[src/rtl/mcyc_pkg.sv]
package mcyc_pkg;

  localparam int XLEN   = 32;
  localparam int REG_AW = 5;

  localparam logic [5:0] OP_RTYPE = 6'h00;
  localparam logic [5:0] OP_BEQ   = 6'h04;
  localparam logic [5:0] OP_LW    = 6'h23;
  localparam logic [5:0] OP_SW    = 6'h2B;

  localparam logic [5:0] FN_ADD = 6'h20;
  localparam logic [5:0] FN_SUB = 6'h22;
  localparam logic [5:0] FN_AND = 6'h24;
  localparam logic [5:0] FN_OR  = 6'h25;
  localparam logic [5:0] FN_SLT = 6'h2A;

  typedef enum logic [2:0] {
    ST_FETCH  = 3'd0,
    ST_DECODE = 3'd1,
    ST_EXEC   = 3'd2,
    ST_MEM    = 3'd3,
    ST_WB     = 3'd4
  } step_e;

  typedef enum logic [2:0] {
    ALU_ADD = 3'd0,
    ALU_SUB = 3'd1,
    ALU_AND = 3'd2,
    ALU_OR  = 3'd3,
    ALU_SLT = 3'd4
  } alu_op_e;

  typedef enum logic [1:0] {
    SB_REG  = 2'd0,
    SB_IMM  = 2'd1,
    SB_BOFF = 2'd2
  } src_b_e;

  typedef struct packed {
    logic    imem_re;
    logic    ir_we;
    logic    pc_inc;
    logic    opnd_we;
    logic    src_a_pc;
    src_b_e  src_b;
    alu_op_e alu_op;
    logic    aluout_we;
    logic    br_check;
    logic    dmem_re;
    logic    mdr_we;
    logic    dmem_we;
    logic    rf_we;
    logic    rf_dst_rd;
    logic    rf_from_mdr;
  } ctl_t;

  function automatic logic [XLEN-1:0] sext16(input logic [15:0] v);
    return {{(XLEN-16){v[15]}}, v};
  endfunction

  function automatic logic [XLEN-1:0] word_offset(input logic [15:0] v);
    logic [XLEN-1:0] s;
    s = sext16(v);
    return {s[XLEN-3:0], 2'b00};
  endfunction

  function automatic logic op_known(input logic [5:0] op);
    return (op == OP_RTYPE) || (op == OP_BEQ) || (op == OP_LW) || (op == OP_SW);
  endfunction

  function automatic logic funct_known(input logic [5:0] f);
    return (f == FN_ADD) || (f == FN_SUB) || (f == FN_AND) ||
           (f == FN_OR)  || (f == FN_SLT);
  endfunction

  function automatic alu_op_e funct_to_op(input logic [5:0] f);
    case (f)
      FN_SUB:  return ALU_SUB;
      FN_AND:  return ALU_AND;
      FN_OR:   return ALU_OR;
      FN_SLT:  return ALU_SLT;
      default: return ALU_ADD;
    endcase
  endfunction

  function automatic logic [XLEN-1:0] alu_eval(input alu_op_e op,
                                               input logic [XLEN-1:0] a,
                                               input logic [XLEN-1:0] b);
    case (op)
      ALU_SUB: return a - b;
      ALU_AND: return a & b;
      ALU_OR:  return a | b;
      ALU_SLT: return ($signed(a) < $signed(b)) ? {{(XLEN-1){1'b0}}, 1'b1} : '0;
      default: return a + b;
    endcase
  endfunction

endpackage

[src/rtl/mcyc_regfile.sv]
module mcyc_regfile
  import mcyc_pkg::*;
#(
  parameter int DW = XLEN
) (
  input  logic              clk,
  input  logic              rst_n,
  input  logic [REG_AW-1:0] rd_addr_a,
  output logic [DW-1:0]     rd_data_a,
  input  logic [REG_AW-1:0] rd_addr_b,
  output logic [DW-1:0]     rd_data_b,
  input  logic              wr_en,
  input  logic [REG_AW-1:0] wr_addr,
  input  logic [DW-1:0]     wr_data
);

  localparam int NREG = 2 ** REG_AW;

  logic [DW-1:0] regs [NREG];
  logic          wr_fire;

  // Register 0 is never stored; the write is dropped here.
  assign wr_fire = wr_en && (wr_addr != '0);

  always_ff @(posedge clk) begin
    if (wr_fire) regs[wr_addr] <= wr_data;
  end

  assign rd_data_a = (rd_addr_a == '0) ? '0 : regs[rd_addr_a];
  assign rd_data_b = (rd_addr_b == '0) ? '0 : regs[rd_addr_b];

  assert_rf_write_lands_R6: assert property (@(posedge clk) disable iff (!rst_n)
    wr_fire |=> (regs[$past(wr_addr)] == $past(wr_data)));

endmodule

[src/rtl/mcyc_alu.sv]
module mcyc_alu
  import mcyc_pkg::*;
#(
  parameter int DW = XLEN
) (
  input  alu_op_e       op,
  input  logic [DW-1:0] a,
  input  logic [DW-1:0] b,
  output logic [DW-1:0] y,
  output logic          zero
);

  assign y    = alu_eval(op, a, b);
  assign zero = (y == '0);

endmodule

[src/rtl/mcyc_ctrl.sv]
module mcyc_ctrl
  import mcyc_pkg::*;
(
  input  logic       clk,
  input  logic       rst_n,
  input  logic [5:0] opcode,
  input  logic [5:0] funct,
  output step_e      state,
  output ctl_t       ctl
);

  step_e nxt;

  always_ff @(posedge clk or negedge rst_n) begin
    if (!rst_n) state <= ST_FETCH;
    else        state <= nxt;
  end

  always_comb begin
    ctl        = '0;
    ctl.src_b  = SB_REG;
    ctl.alu_op = ALU_ADD;
    nxt        = ST_FETCH;
    case (state)
      ST_FETCH: begin
        ctl.imem_re = 1'b1;
        ctl.ir_we   = 1'b1;
        ctl.pc_inc  = 1'b1;
        nxt         = ST_DECODE;
      end
      ST_DECODE: begin
        ctl.opnd_we   = 1'b1;
        ctl.src_a_pc  = 1'b1;
        ctl.src_b     = SB_BOFF;
        ctl.aluout_we = 1'b1;
        nxt           = op_known(opcode) ? ST_EXEC : ST_FETCH;
      end
      ST_EXEC: begin
        case (opcode)
          OP_LW, OP_SW: begin
            ctl.src_b     = SB_IMM;
            ctl.aluout_we = 1'b1;
            nxt           = ST_MEM;
          end
          OP_RTYPE: begin
            ctl.alu_op    = funct_to_op(funct);
            ctl.aluout_we = 1'b1;
            nxt           = ST_MEM;
          end
          OP_BEQ: begin
            ctl.alu_op   = ALU_SUB;
            ctl.br_check = 1'b1;
            nxt          = ST_FETCH;
          end
          default: nxt = ST_FETCH;
        endcase
      end
      ST_MEM: begin
        case (opcode)
          OP_LW: begin
            ctl.dmem_re = 1'b1;
            ctl.mdr_we  = 1'b1;
            nxt         = ST_WB;
          end
          OP_SW: ctl.dmem_we = 1'b1;
          OP_RTYPE: begin
            ctl.rf_we     = funct_known(funct);
            ctl.rf_dst_rd = 1'b1;
          end
          default: nxt = ST_FETCH;
        endcase
      end
      ST_WB: begin
        ctl.rf_we       = 1'b1;
        ctl.rf_from_mdr = 1'b1;
      end
      default: nxt = ST_FETCH;
    endcase
  end

  assert_fetch_then_decode_R4: assert property (@(posedge clk) disable iff (!rst_n)
    (state == ST_FETCH) |=> (state == ST_DECODE));

  assert_wb_after_mem_R4: assert property (@(posedge clk) disable iff (!rst_n)
    (state == ST_WB) |-> ($past(state) == ST_MEM));

  assert_exec_after_decode_R4: assert property (@(posedge clk) disable iff (!rst_n)
    (state == ST_EXEC) |-> ($past(state) == ST_DECODE));

endmodule

[src/rtl/mcyc_core.sv]
module mcyc_core
  import mcyc_pkg::*;
#(
  parameter logic [31:0] RESET_PC = 32'h0000_0000
) (
  input  logic        clk,
  input  logic        rst_n,
  output logic        imem_re,
  output logic [31:0] imem_addr,
  input  logic [31:0] imem_rdata,
  output logic        dmem_re,
  output logic        dmem_we,
  output logic [31:0] dmem_addr,
  output logic [31:0] dmem_wdata,
  input  logic [31:0] dmem_rdata
);

  localparam int DW = XLEN;

  logic [DW-1:0] pc_q, ir_q, a_q, b_q, aluout_q, mdr_q;

  logic [5:0]        op_f, funct_f;
  logic [REG_AW-1:0] rs_f, rt_f, rd_f;
  logic [15:0]       imm_f;
  logic [DW-1:0]     imm_x, boff_x;

  step_e state;
  ctl_t  ctl;

  logic [DW-1:0] rf_a, rf_b, rf_wdata;
  logic [REG_AW-1:0] rf_waddr;
  logic [DW-1:0] alu_a, alu_b, alu_y;
  logic          alu_zero;

  // Named events used by the assertions below.
  logic branch_taken;
  logic decode_unknown;

  assign op_f    = ir_q[31:26];
  assign rs_f    = ir_q[25:21];
  assign rt_f    = ir_q[20:16];
  assign rd_f    = ir_q[15:11];
  assign imm_f   = ir_q[15:0];
  assign funct_f = ir_q[5:0];
  assign imm_x   = sext16(imm_f);
  assign boff_x  = word_offset(imm_f);

  mcyc_ctrl u_ctrl (
    .clk    (clk),
    .rst_n  (rst_n),
    .opcode (op_f),
    .funct  (funct_f),
    .state  (state),
    .ctl    (ctl)
  );

  assign rf_waddr = ctl.rf_dst_rd ? rd_f : rt_f;
  assign rf_wdata = ctl.rf_from_mdr ? mdr_q : aluout_q;

  mcyc_regfile #(.DW(DW)) u_rf (
    .clk       (clk),
    .rst_n     (rst_n),
    .rd_addr_a (rs_f),
    .rd_data_a (rf_a),
    .rd_addr_b (rt_f),
    .rd_data_b (rf_b),
    .wr_en     (ctl.rf_we),
    .wr_addr   (rf_waddr),
    .wr_data   (rf_wdata)
  );

  assign alu_a = ctl.src_a_pc ? pc_q : a_q;

  always_comb begin
    case (ctl.src_b)
      SB_IMM:  alu_b = imm_x;
      SB_BOFF: alu_b = boff_x;
      default: alu_b = b_q;
    endcase
  end

  mcyc_alu #(.DW(DW)) u_alu (
    .op   (ctl.alu_op),
    .a    (alu_a),
    .b    (alu_b),
    .y    (alu_y),
    .zero (alu_zero)
  );

  assign branch_taken   = ctl.br_check && alu_zero;
  assign decode_unknown = (state == ST_DECODE) && !op_known(op_f);

  always_ff @(posedge clk or negedge rst_n) begin
    if (!rst_n) begin
      pc_q     <= RESET_PC;
      ir_q     <= '0;
      a_q      <= '0;
      b_q      <= '0;
      aluout_q <= '0;
      mdr_q    <= '0;
    end else begin
      if (ctl.ir_we)       ir_q <= imem_rdata;
      if (ctl.pc_inc)      pc_q <= pc_q + 32'd4;
      else if (branch_taken) pc_q <= aluout_q;
      if (ctl.opnd_we) begin
        a_q <= rf_a;
        b_q <= rf_b;
      end
      if (ctl.aluout_we)   aluout_q <= alu_y;
      if (ctl.mdr_we)      mdr_q <= dmem_rdata;
    end
  end

  assign imem_re    = ctl.imem_re;
  assign imem_addr  = pc_q;
  assign dmem_re    = ctl.dmem_re;
  assign dmem_we    = ctl.dmem_we;
  assign dmem_addr  = aluout_q;
  assign dmem_wdata = b_q;

  assert_pc_step_R2: assert property (@(posedge clk) disable iff (!rst_n)
    imem_re |=> (imem_addr == $past(imem_addr) + 32'd4));

  assert_branch_target_R8: assert property (@(posedge clk) disable iff (!rst_n)
    branch_taken |=> (imem_addr == $past(aluout_q)));

  assert_store_one_cycle_R7: assert property (@(posedge clk) disable iff (!rst_n)
    dmem_we |=> !dmem_we);

  assert_unknown_op_quiet_R10: assert property (@(posedge clk) disable iff (!rst_n)
    decode_unknown |=> (state == ST_FETCH && $stable(imem_addr)));

  assert_no_write_outside_mem_R7: assert property (@(posedge clk) disable iff (!rst_n)
    dmem_we |-> (state == ST_MEM && !dmem_re));

endmodule

[config.mk]
export PLATFORM = sky130hd
export DESIGN_NAME = mcyc_core
export DESIGN_NICKNAME = d
export VERILOG_FILES = /design/src/rtl/mcyc_pkg.sv /design/src/rtl/mcyc_regfile.sv /design/src/rtl/mcyc_alu.sv /design/src/rtl/mcyc_ctrl.sv /design/src/rtl/mcyc_core.sv
export SDC_FILE = /design/constraint.sdc
export NUM_CORES = 2
export LEC_CHECK = 0
export BUFFER_PORTS_ARGS = -buffer_cell sky130_fd_sc_hd__buf_2
export CAP_MARGIN = 20
export CORE_MARGIN = 1
export CORE_UTILIZATION = 35
export DETAILED_ROUTE_END_ITERATION = 8
export HOLD_SLACK_MARGIN = 0.15
export PLACE_DENSITY_LB_ADDON = 0.12
export SYNTH_ARGS = -nofsm -noshare
export SYNTH_HDL_FRONTEND = slang
export SYNTH_HIERARCHICAL = 1
export SYNTH_SLANG_ARGS = --single-unit
[constraint.sdc]
create_clock -name clk -period 6.25 [get_ports clk]
set_input_delay 0.625 -clock clk [delete_from_list [all_inputs] [get_ports clk]]
set_output_delay 0.625 -clock clk [all_outputs]
set_load 0.01 [all_outputs]
# Word-level counts from Yosys, hierarchy flattened
# Memories as Yosys holds them, arrays and structs flattened.
# Index checks and enable logic that the tools add are counted.
# word_totals
input_bits,66
mem_count,1
word_cells,84
mem_bits_rw,1024
regBits,195
# mem_list
memory,depth,width,rd,rd_clocked_by_memory_dff,wr,line,rtl
u_rf.regs,32,32,2,0,1,mcyc_regfile.sv:19,logic [DW-1:0] regs [NREG];
# classes
n_mux,34
bitwise_logic,2
reduce_logical,18
addsub,3
order_cmp,1
eq_ne,18
# op_table
op,n
32-bit two-way mux,6
32-bit one-hot mux with 4 select lines,1
32-bit one-hot mux with 2 select lines,1
"6-bit equality test, second input constant",7
"32-bit by 3-bit adder with 32-bit output, second input constant",1
32-bit adder,1
32-bit bitwise AND,1
32-bit zero test,1
32-bit < comparator,1
32-bit bitwise OR,1
32-bit subtractor,1
3-bit one-hot mux with 4 select lines,2
"3-bit by 2-bit equality test with 1-bit output, second input constant",4
3-bit two-way mux,4
5-bit zero test,2
1-bit two-way mux,10
2-bit two-way mux,5
1-bit logical OR,7
"3-bit by 1-bit equality test with 1-bit output, second input constant",2
"3-bit equality test, second input constant",2
"6-bit by 3-bit equality test with 1-bit output, second input constant",1
6-bit zero test,1
3-bit one-hot mux with 2 select lines,1
5-bit two-way mux,1
other kinds (10),12

# Logic depth before layout (Yosys ltp)
# logic_depth
ltp_word,13
mapped_depth,28
depth_no_buf,26

# Hierarchy
# Netlist, hierarchy kept.
# by_module_without_submodules
mod,n_inst,cells_each,area_each_um2,seq_area_each_um2
mcyc_regfile,1,2564,47929.7,30749.5
mcyc_core,1,727,8994.9,4804.6
mcyc_alu,1,805,5243.8,0.0
mcyc_ctrl,1,48,357.8,75.1

# Least setup slack after synthesis
# No wires, ideal clock.
# synth_timing
kind,reg-to-reg
startpoint,register u_ctrl.state[0]
endpoint,"register pc_q[7], in the netlist imem_addr[7]"
path_slack_ns,-0.398
setup_time_ns,0.142
stages_incl_launch_ff,24
required_time_ns,6.108
path_buffers,3
t_arrival_ns,6.507
path_cell_list,dfrtp_1 or3b_2 nor2_1 ha_1 clkbuf_1 buf_1 nand2_1 o21ai_0 inv_1 ha_1 a211oi_1 o21ai_0 a32oi_1 o21ai_1 o41ai_1 nand2b_1 a221o_1 a22o_1 or4_1 nor4_2 nand2_1 nor2_1 clkbuf_1 a221oi_1
# synth_lines
element,line,rtl
start: declaration,mcyc_ctrl.sv:8,"output step_e state,"
start signal: assignment,mcyc_ctrl.sv:16,else state <= nxt;
end signal: assignment,mcyc_core.sv:103,if (ctl.pc_inc) pc_q <= pc_q + 32'd4;
end signal: assignment,mcyc_core.sv:104,else if (branch_taken) pc_q <= aluout_q;
end: declaration,mcyc_core.sv:20,"logic [DW-1:0] pc_q, ir_q, a_q, b_q, aluout_q, mdr_q;"

==> reports/metrics.cfg <==
[drt]
first_pass_iters = 5
initialDrtViolationCount = 4524
routed_via_density = 6.059
wirelength_um = 243400
ant_nets = 0
routedWlPerCell_um = 34.22
vias = 43083
remaining_drc_errors = 0

[die]
num_rows = 154
start_util_pct = 35.35
fp.dieH_um = 424.7
die_w_um = 424.7
core-area_um2 = 176900
dieArea_um2 = 180300
ios = 165

[sta]
period_share_pct = 97.10
fin_crit_ns = 6.069
fin_skew_ns = 0.03560
finalSetupTns_ns = 0
setup_viol = 0
hold_viol_final = 0
max_clock_freq_mhz = 164.8
worstMarginPinSlew_ns = 1.269
rsz0062_at_grt = true
max_slew_margin_pct = 14.80
slew_viol_final = 0

[layout]
drive_above_1_share_pct = 33.45
nFillCells = 16095
layout_commonest_cell = edfxtp_1
fin_nets = 4818
syn_to_final_growth_pct = 19.32
fin_cells = 7111
mostFrequentLayoutCells = edfxtp_1, buf_4, mux2i_1

[power_and_ir_drop]
powerDensity_nw_per_um2 = 601.5
pwr-share-clk_pct = 18.5
switching_share_pct = 42.31
power_w = 0.04488
power_switching_w = 0.01899
combPwrFrac_pct = 55.3
leakage_nw = 26.56
seqPwrFrac_pct = 26.2
ir_drop_mv = 0.3577
internal_power_w = 0.02589

[placement]
hpwl_um = 153100
dp.cells = 6762
place_congestion = 0.9632
port_buffers = 164

[grt]
track_usage_pct = 26.69
grt_pass1_wl_um = 338400
grt_max_degree = 118
grt_pass1_vias = 42638
grt_antenna_before_repair = 17
overflow = 0

[synth]
async_reset_ff_share_pct = 16.00
ys.flop_type = edfxtp_1
ys_seq_area_share_pct = 56.98
synth-seq-cells = 1219
ys_warn_count = 6
synth_fa_ha_area_share_pct = 2.045
synth_edf_count = 1024
synth_compound_gate_area_share_pct = 9.031
yosys-mux-area-fraction_pct = 23.59
synthSimpleGateAreaFrac_pct = 5.033
postSynthAreaPerCell_um2 = 15.09
syn_inst = 4144
synth_top_family_by_area = multiplexers
netlist_area_um2 = 62530
synth_xor_area_share_pct = 0.09805
synth_cell_types = 95

[clocking]
numCtsBuffers = 138
h-tree-depth = 4
clk_pin_slew_ns = 0.06
cts_tree = yes
cts.sinks = 1219
root_buffer = clkbuf_16
cts.path.max_buffers = 3
clk_latency_ns = 0.81

[critical_path]
start_kind = flip-flop
required_ns = 6.98
crit_path_frequent_cell = buf_4
critical-path-slowest-cell = or4b_4
cp_max_fo = 11
arrival_ns = 6.80
cpPeakStageDelay_ns = 0.57
crit_path_end_kind = flip-flop
path_class = reg -> reg

[flow_run]
cap_viol_max_count = 0

[outcome]
outcome = completed

[min_path]
hold_class = in -> reg

[synth_stat cells, types with 57 or more instances]
cell	count	area share, %
o221ai_1	70	0.98
a21oi_1	115	0.92
dfrtp_1	195	7.8
mux2i_1	333	5.3
inv_1	116	0.70
buf_2	60	0.48
mux2_2	292	5.3
nor2_1	140	0.84
nand2_1	225	1.4
edfxtp_1	1024	49
o21ai_0	124	0.99
mux4_2	298	11
buf_4	57	0.68
a22oi_1	80	0.96
ha_1	99	2.0
a211oi_1	88	1.1
clkbuf_1	159	0.95
[metrics by stage]
stage	worst slack [ns]	utilization [%]	hold slack, ns	cell area [um2]
global placement	-0.3022	38.71	0.4865	68470
finish	0.1813	42.18	0.2423	74610
floorplan	0.02493	-	0.3294	62660
global route	-0.04055	42.17	0.1946	74590
CTS	0.008249	41.82	0.1863	73980
detailed placement	-0.2861	38.72	0.4902	68480
[logic make-up after synthesis]
logic type,after synthesis
compound gates,770
flops,1219
buf+inv,429
fa+ha+maj,101
mux,977
xor+xnor,7
simple gates,640
other cells,1
[final cells by class]
class / instances / area [um2] / share of cell area (%)
sequential: 1219 / 35660 / 47.80
multi-input combinational: 2527 / 25980 / 34.83
timing repair buffer: 645 / 4950 / 6.635
clock buffer: 175 / 3717 / 4.983
tap: 2340 / 2928 / 3.924
clock inverter: 80 / 894.6 / 1.199
inverter: 120 / 461.7 / 0.6188
antenna: 5 / 12.51 / 0.01677
[routing by layer]
| layer | part of all wire, % | global-route usage (%) |
|---|---|---|
| met4 | 3.3 | 8.502 |
| met3 | 7.1 | 4.621 |
| met5 | 0.016 | 0 |
| met1 | 42 | 35.50 |
| met2 | 48 | 44.20 |
[flip-flops by register name, indices dropped and copies added, names as in the netlist]
name	flops
ir_q	32
mdr_q	32
dmem_wdata	32
imem_addr	32
dmem_addr	32
a_q	32
u_ctrl/state	3
u_rf/regs	1024
[worst paths after layout]
path,startpoint,end,slack (ns),cells past startpoint
worst min register to register,mdr_q[18],mdr_q[18],0.50,1
worst min-delay path,imem_rdata[24],ir_q[24],0.24,2
max in group asynchronous,rst_n,dmem_wdata[9],4.72,3
worst max-delay path,u_ctrl/state[0],imem_addr[21],0.18,28
worst max register to register,u_ctrl/state[0],imem_addr[21],0.18,28
min in group asynchronous,rst_n,mdr_q[28],0.39,2
[worst max-delay path: cells and delay by family, from the launching register on]
kind | cells | cell delay [ns]
compound gates | 7 | 1.18
simple gates | 12 | 3.05
buf+inv | 7 | 0.99
flops | 1 | 0.37
fa+ha+maj | 2 | 0.37
[power by group through the flow]
stage / sequential [W] / clock (W) / combinational, W
2_1_floorplan: 0.0110 / 0 / 0.0138
3_3_place_gp: 0.0119 / 0 / 0.0234
3_5_place_dp: 0.0119 / 0 / 0.0234
4_1_cts: 0.0118 / 0.00848 / 0.0238
5_1_grt: 0.0118 / 0.00878 / 0.0263
6_report: 0.0118 / 0.00830 / 0.0248
[timing repair]
action,4_1_cts,5_1_grt
buffers inserted,5,14
endpoints found under the hold margin,141,0
pin swaps,10,36
setup endpoints to repair,32,32
resized for setup,40,107
hold buffers,64,0
cloned,1,1
Power figures use the tool's default switching activity.
